<file path="src/rtl/sif_rr_pkg.sv">
package sif_rr_pkg;

  typedef enum logic [1:0] {
    ST_IDLE = 2'd0,
    ST_FIRE = 2'd1,
    ST_LOCK = 2'd2
  } rrState_e;

  // strobes from control to datapath
  typedef struct packed {
    logic clrRun;
    logic incRun;
    logic loadHold;
    logic decHold;
  } ctlStrobe_t;

endpackage

</file>
<file path="src/rtl/sif_rr_sync.sv">
module sif_rr_sync #(
  parameter int STAGES = 2
) (
  input  logic clk,
  input  logic rstN,
  input  logic sclkIn,
  input  logic sdiIn,
  input  logic csNIn,
  output logic bitStrobe,
  output logic bitVal,
  output logic csActive
);
  // lane order: [2]=csN, [1]=sdi, [0]=sclk
  localparam logic [2:0] RST_VAL = 3'b100;

  logic [2:0] stage [STAGES];
  logic       sclkPrev;

  genvar g;
  generate
    for (g = 0; g < STAGES; g++) begin : g_stage
      if (g == 0) begin : g_first
        always_ff @(posedge clk or negedge rstN) begin
          if (!rstN) stage[0] <= RST_VAL;
          else       stage[0] <= {csNIn, sdiIn, sclkIn};
        end
      end else begin : g_next
        always_ff @(posedge clk or negedge rstN) begin
          if (!rstN) stage[g] <= RST_VAL;
          else       stage[g] <= stage[g-1];
        end
      end
    end
  endgenerate

  always_ff @(posedge clk or negedge rstN) begin
    if (!rstN) sclkPrev <= 1'b0;
    else       sclkPrev <= stage[STAGES-1][0];
  end

  assign bitStrobe = stage[STAGES-1][0] & ~sclkPrev;
  assign bitVal    = stage[STAGES-1][1];
  assign csActive  = ~stage[STAGES-1][2];
endmodule

</file>
<file path="src/rtl/sif_rr_dp.sv">
module sif_rr_dp
  import sif_rr_pkg::*;
#(
  parameter int RUN_LEN = 32,
  parameter int HOLD    = 25000,
  localparam int RUN_W  = $clog2(RUN_LEN + 1),
  localparam int HOLD_W = $clog2(HOLD + 1)
) (
  input  logic             clk,
  input  logic             rstN,
  input  ctlStrobe_t       stb,
  output logic             runLast,
  output logic             holdZero,
  output logic [RUN_W-1:0] runCount
);
  logic [HOLD_W-1:0] holdCnt;

  always_ff @(posedge clk or negedge rstN) begin
    if (!rstN)           runCount <= '0;
    else if (stb.clrRun) runCount <= '0;
    else if (stb.incRun) runCount <= runCount + 1'b1;
  end

  always_ff @(posedge clk or negedge rstN) begin
    if (!rstN)             holdCnt <= '0;
    else if (stb.loadHold) holdCnt <= HOLD_W'(HOLD);
    else if (stb.decHold)  holdCnt <= holdCnt - 1'b1;
  end

  assign runLast  = (runCount == RUN_W'(RUN_LEN - 1));
  assign holdZero = (holdCnt == '0);
endmodule

</file>
<file path="src/rtl/sif_rr_ctrl.sv">
module sif_rr_ctrl
  import sif_rr_pkg::*;
(
  input  logic       clk,
  input  logic       rstN,
  input  logic       bitStrobe,
  input  logic       bitVal,
  input  logic       csActive,
  input  logic       runLast,
  input  logic       holdZero,
  output ctlStrobe_t stb,
  output logic       fire,
  output logic       busy
);
  rrState_e state, stateNext;

  always_ff @(posedge clk or negedge rstN) begin
    if (!rstN) state <= ST_FIRE;   // power-on behaves like a triggered reset
    else       state <= stateNext;
  end

  always_comb begin
    stateNext = state;
    stb       = '0;
    unique case (state)
      ST_IDLE: begin
        if (!csActive) begin
          stb.clrRun = 1'b1;
        end else if (bitStrobe) begin
          if (!bitVal) begin
            stb.clrRun = 1'b1;
          end else if (runLast) begin
            stb.clrRun = 1'b1;
            stateNext  = ST_FIRE;
          end else begin
            stb.incRun = 1'b1;
          end
        end
      end
      ST_FIRE: begin
        stb.clrRun   = 1'b1;
        stb.loadHold = 1'b1;
        stateNext    = ST_LOCK;
      end
      ST_LOCK: begin
        stb.clrRun = 1'b1;
        if (holdZero) stateNext   = ST_IDLE;
        else          stb.decHold = 1'b1;
      end
      default: stateNext = ST_IDLE;
    endcase
  end

  assign fire = (state == ST_FIRE);
  assign busy = (state != ST_IDLE);
endmodule

</file>
<file path="src/rtl/sif_resync_reset.sv">
module sif_resync_reset #(
  parameter int RUN_LEN     = 32,
  parameter int SYNC_STAGES = 2,
  parameter int CLK_KHZ     = 50000,
  parameter int LOCKOUT_US  = 500
) (
  input  logic sysClk,
  input  logic porN,
  input  logic sclk,
  input  logic sdi,
  input  logic csN,
  output logic devReset,
  output logic accessBusy
);
  import sif_rr_pkg::*;

  localparam int HOLD  = CLK_KHZ * LOCKOUT_US / 1000;
  localparam int RUN_W = $clog2(RUN_LEN + 1);

  logic             bitStrobe, bitVal, csActive;
  logic             runLast, holdZero;
  logic [RUN_W-1:0] runCount;
  ctlStrobe_t       stb;

  sif_rr_sync #(.STAGES(SYNC_STAGES)) u_sync (
    .clk(sysClk), .rstN(porN),
    .sclkIn(sclk), .sdiIn(sdi), .csNIn(csN),
    .bitStrobe(bitStrobe), .bitVal(bitVal), .csActive(csActive)
  );

  sif_rr_ctrl u_ctrl (
    .clk(sysClk), .rstN(porN),
    .bitStrobe(bitStrobe), .bitVal(bitVal), .csActive(csActive),
    .runLast(runLast), .holdZero(holdZero),
    .stb(stb), .fire(devReset), .busy(accessBusy)
  );

  sif_rr_dp #(.RUN_LEN(RUN_LEN), .HOLD(HOLD)) u_dp (
    .clk(sysClk), .rstN(porN), .stb(stb),
    .runLast(runLast), .holdZero(holdZero), .runCount(runCount)
  );
endmodule

</file>
<file path="config.mk">
export PLATFORM = sky130hd
export DESIGN_NAME = sif_resync_reset
export DESIGN_NICKNAME = d
export VERILOG_FILES = /design/src/rtl/sif_rr_pkg.sv /design/src/rtl/sif_rr_sync.sv /design/src/rtl/sif_rr_dp.sv /design/src/rtl/sif_rr_ctrl.sv /design/src/rtl/sif_resync_reset.sv
export SDC_FILE = /design/constraint.sdc
export NUM_CORES = 1
export LEC_CHECK = 0
export ABC_CLOCK_PERIOD_IN_PS = 2000
export BUFFER_PORTS_ARGS = -buffer_cell sky130_fd_sc_hd__buf_2
export CAP_MARGIN = 25
export CORE_UTILIZATION = 31
export DETAILED_ROUTE_END_ITERATION = 6
export MAX_ROUTING_LAYER = met4
export PLACE_DENSITY_LB_ADDON = 0.1
export REMOVE_ABC_BUFFERS = 1
export SKIP_LAST_GASP = 1
export SYNTH_ARGS = -nofsm -noshare
export SYNTH_HDL_FRONTEND = slang
export SYNTH_SLANG_ARGS = --single-unit
</file>
<file path="constraint.sdc">
create_clock -name sysClk -period 2 [get_ports sysClk]
set_input_delay 0.3 -clock sysClk [delete_from_list [all_inputs] [get_ports sysClk]]
set_output_delay 0.3 -clock sysClk [all_outputs]
set_load 0.03 [all_outputs]
</file>
-- Word-level counts from Yosys, hierarchy flattened
Index checks and enable logic that the tools add are counted.
- input bits: 5
- output and inout bits: 2
- logic and storage cells: 47
- flip-flop bits (word level): 30
- reductions and logical operators: 7
- bitwise gates (word level): 2
- add/subtract/negate cells: 2
- mux-type cells: 22
- eq/ne operators: 8
- operators by type and width (operator ; number):
    $mux W15 ; 2
    $logic_not A15 Y1 ; 1
    $sub A15 B1 Y15 const B ; 1
    $mux W2 ; 6
    $mux W6 ; 2
    $mux W1 ; 10
    $ne A2 B2 Y1 const B ; 5
    $add A6 B1 Y6 const B ; 1
    $eq A6 B5 Y1 const B ; 1
    $pmux W2 S3 ; 1
    $reduce_bool A2 Y1 ; 3
    $reduce_and A5 Y1 ; 1
    $eq A2 B1 Y1 const B ; 1
    $eq A2 B2 Y1 const B ; 1
    $logic_not A2 Y1 ; 1
    $pmux W1 S2 ; 1
    $reduce_or A2 Y1 ; 1
    $and A1 B1 Y1 ; 1
    $not A1 Y1 ; 1

-- Logic depth before layout (Yosys ltp)
- depth in word-level cells: 8
- depth in mapped cells: 6
- gate-level depth less buffers: 6

-- By module
From an unflattened synthesis, not the netlist that was laid out.
- cell total of the unflattened synthesis: 135
- area, all modules: 1473.9 um^2
- by module, submodules not included (module ; area each (um^2) ; cells each ; seq. area each (um^2) ; instances):
    sif_rr_dp ; 1034.7 ; 101 ; 525.5 ; 1
    sif_rr_ctrl ; 244.0 ; 25 ; 51.3 ; 1
    sif_rr_sync ; 195.2 ; 9 ; 177.7 ; 1

-- Worst setup path before layout
No wires, ideal clock.
- path type: register to register
- start: reg u_dp.holdCnt[11]
- end: reg u_ctrl.state[1]
- arrival: 1.929 ns
- required time: 1.875 ns
- cell stages (with the launch flop): 6
- clock period less this slack: 2.054 ns
- path buffers: 1
- path slack: -0.054 ns
- setup time: 0.125 ns
- path through: dfrtp_1 -> or4_4 -> buf_6 -> o41ai_4 -> o21ai_2 -> mux2_4
- word-level cells in the longest chain between the ends: 3
- ends and longest elaborated chain (what ; line ; RTL):
    start, declared ; sif_rr_dp.sv:16 ; logic [HOLD_W-1:0] holdCnt;
    start signal, assigned ; sif_rr_dp.sv:26 ; else if (stb.loadHold) holdCnt <= HOLD_W'(HOLD);
    start signal, assigned ; sif_rr_dp.sv:27 ; else if (stb.decHold) holdCnt <= holdCnt - 1'b1;
    $logic_not A15 Y1 ; sif_rr_dp.sv:31 ; assign holdZero = (holdCnt == '0);
    $ne A2 B2 Y1 (no source line) ; - ;
    $reduce_and A5 Y1 (no source line) ; - ;
    end signal, assigned ; sif_rr_ctrl.sv:19 ; else state <= stateNext;
    end, declared ; sif_rr_ctrl.sv:15 ; rrState_e state, stateNext;
Every way passes these cells.
A chain may end at the register's enable or synchronous reset.

-- Worst setup path in the final report
Ends and elaborated chain as after synthesis.

==> impl_metrics.tcl <==
set metrics [dict create \
    die_x_um 73.17 \
    diodes 0 \
    wirelength_mm 3.176 \
    layout_min_cycle_time_ns 1.928 \
    rsz0062_at_grt "yes" \
    setup.worst_path.start_class "flop" \
    timing.fmax_ghz 0.5187 \
    synth-async-reset-ratio 1.000 \
    ys.warnings.count 0 \
    max_slew_margin 0.5501 \
    synthTopCellsByArea "dfrtp_1 43%, dfstp_2 5.0%, ha_1 4.8%, o41ai_4 3.5%, a21oi_1 2.9%" \
    yosys-mux-area-fraction 0.02869 \
    die_area_sq_mm 0.005354 \
    synth_compound_area_frac 0.1490 \
    synth_ff_type "dfrtp_1" \
    syn_area_per_cell_sq_um 10.76 \
    fin_crit_sh 0.9639 \
    ys_ff_latch 30 \
    postCtsHoldBufs 0 \
    yosys.cell_types.count 46 \
    grt_pass1_vias 1251 \
    wire_per_inst_um 12.96 \
    place.port_buffers 6 \
    clk_latency_ns 0.28 \
    clkTransAtPathRegs_ns 0.07 \
    synth_xor_area_frac 0.02789 \
    hpwl_mm 2.361 \
    gp_congestion 0.8100 \
    place_ws_ns 0.03990 \
    dr.pass1.iters 4 \
    htree_levels 2 \
    fin_nets 188 \
    skew_ns 0.01017 \
    tightestPinTransition_ns 0.6749 \
    hold_viol_final 0 \
    cts_max_path_buffers 2 \
    ir_drop_mv 0.2493 \
    syn_area_sq_mm 0.001570 \
    antenna_found_initial 0 \
    critPathCaptureType "flop" \
    leakage_nw 0.9641 \
    synth.most_common_cell "dfrtp_1" \
    drv_cap 0 \
    layout-drive-gt1-share 0.3202 \
    yosysSeqAreaShare 0.4805 \
    grt_max_degree 31 \
    ant_nets 0 \
    synth-simple-area-share 0.2367 \
    yosys.area_share.adder 0.04781 \
    drc 0 \
    die_h_um 73.17 \
    vias 1216 \
    grt_pass1_wl_mm 5.720 \
    slew_viol_final 0 \
    cts_made_buffers 5 \
    avgViaCountPerCell 4.963 \
    synth_top_area_share 0.4303 \
    synth_cells 146 \
    grt_usage 0.1479 \
    outcome "completed" \
    yosys-top-cells-count "27 x dfrtp_1, 12 x nor2_1, 9 x a21oi_1" \
    synth_top_family_by_area "simple AND/OR/NAND/NOR gates" \
    fin_ws_ns 0.07219 \
    drt_iter0_drc 55 \
    setup_viol 0 \
    cp.arrival_ns 2.10 \
    gr-total-overflow 0 \
    rows 25 \
    io_pins 7 \
    area_growth_pct 25.02 \
    cp_max_fo 7 \
    powerDensity_mw_per_mm2 620.3 \
    hp-class "primary input to asynchronous set/reset pin" \
    coreArea_sq_mm 0.004786 \
    initial_utilization 0.3281 \
    cts_sinks 30 \
    finalInstanceArea_sq_mm 0.001963 \
    crit_type "flop to flop" \
    synth_area_leader_cell "dfrtp_1" \
    root_buffer "clkbuf_8" \
    worstPathRequired_ns 2.17 \
    dpl_cell_area_sq_mm 0.001810 \
    synth_edf_count 0 \
    cts_tree "built" \
]
==> worst paths after layout <==
path,startpoint,end,slack (ns),depth (start not counted)
max,u_dp.holdCnt[11],u_ctrl.state[1],0.07,4
min,porN,u_dp.holdCnt[8],0.05,1
max reg2reg,u_dp.holdCnt[11],u_ctrl.state[1],0.07,4
min reg2reg,u_sync.stage[4],u_sync.bitVal,0.35,0
max in group asynchronous,porN,u_dp.runCount[4],1.51,1
min in group sysClk,csN,u_sync.stage[5],0.12,1
==> through the flow <==
step,total power (W),util,setup TNS (ns),std cells,hold WS [ns]
2_1_floorplan,0.0006376,-,-0.005701,142,0.004409
3_3_place_gp,0.0006575,0.3783,0,235,0.3339
3_5_place_dp,0.0006584,0.3783,0,235,0.3355
4_1_cts,0.001244,0.4013,0,243,0.07466
5_1_grt,0.001271,0.4102,-0.01177,245,0.09661
6_report,0.001218,0.4102,0,245,0.04869
==> metal layers <==
metal	vias up	GRT usage	wire length [um]	part of all wire
met5	-	-	0	0
met2	14	0.2397	1604	0.51
met4	0	0.05882	50	0.016
li1	602	-	-	-
met3	6	0.04558	99	0.031
met1	594	0.1701	1421	0.45
==> layout by cell type, fill, tap and decap left out, types with 6 or more instances in the layout <==
cell type	instances
a21oi_1	9
buf_2	6
buf_4	22
clkbuf_8	8
dfrtp_1	27
inv_1	6
nand2_1	7
nor2_1	12
nor3_1	6
o21ai_0	7
==> sequential cells by signal, summed over array words and instances, names as in the netlist <==
signal,count
u_ctrl.state,2
u_dp.holdCnt,15
u_dp.runCount,6
u_sync.bitVal,1
u_sync.sclkPrev,1
u_sync.stage,5
==> layout make-up <==
type | instances | area [sq um]
Multi-Input combinational cell | 106 | 797.0
Sequential cell | 30 | 754.5
Clock buffer | 8 | 110.1
Fill cell | 489 | 2823
Timing Repair Buffer | 28 | 195.2
Tap cell | 67 | 83.83
Inverter | 6 | 22.52
==> report_power, final <==
part	total, W	switching (W)	internal (W)
clock	0.000572	0.000225	0.000347
sequential	0.000620	0.00000380	0.000616
combinational	0.0000253	0.0000170	0.00000827
==> critical path, cell delays in order, from the launching register on <==
cell and delay, ns:
dfrtp_1 0.38, or4_4 0.62, o41ai_4 0.42, o21ai_2 0.11
mux2_4 0.30
==> cells by family (layout without fill, tap and decap cells) <==
group                      after synthesis  count (layout)
AOI/OAI and AO/OA                       30              30
xor gates and xnor gates                 5               5
adders and majority gates                6               6
buffers and inverters                   10              42
DFF                                     30              30
muxes                                    4               4
and+or+nand+nor                         61              61
==> repair_timing <==
| item | in CTS | in global routing |
|---|---|---|
| resized for setup | 0 | 7 |
| endpoints found under the setup margin | 0 | 7 |
| buffers inserted | 0 | 2 |
| hold endpoints to repair | 0 | 0 |
(Power assumes the default switching activity.)
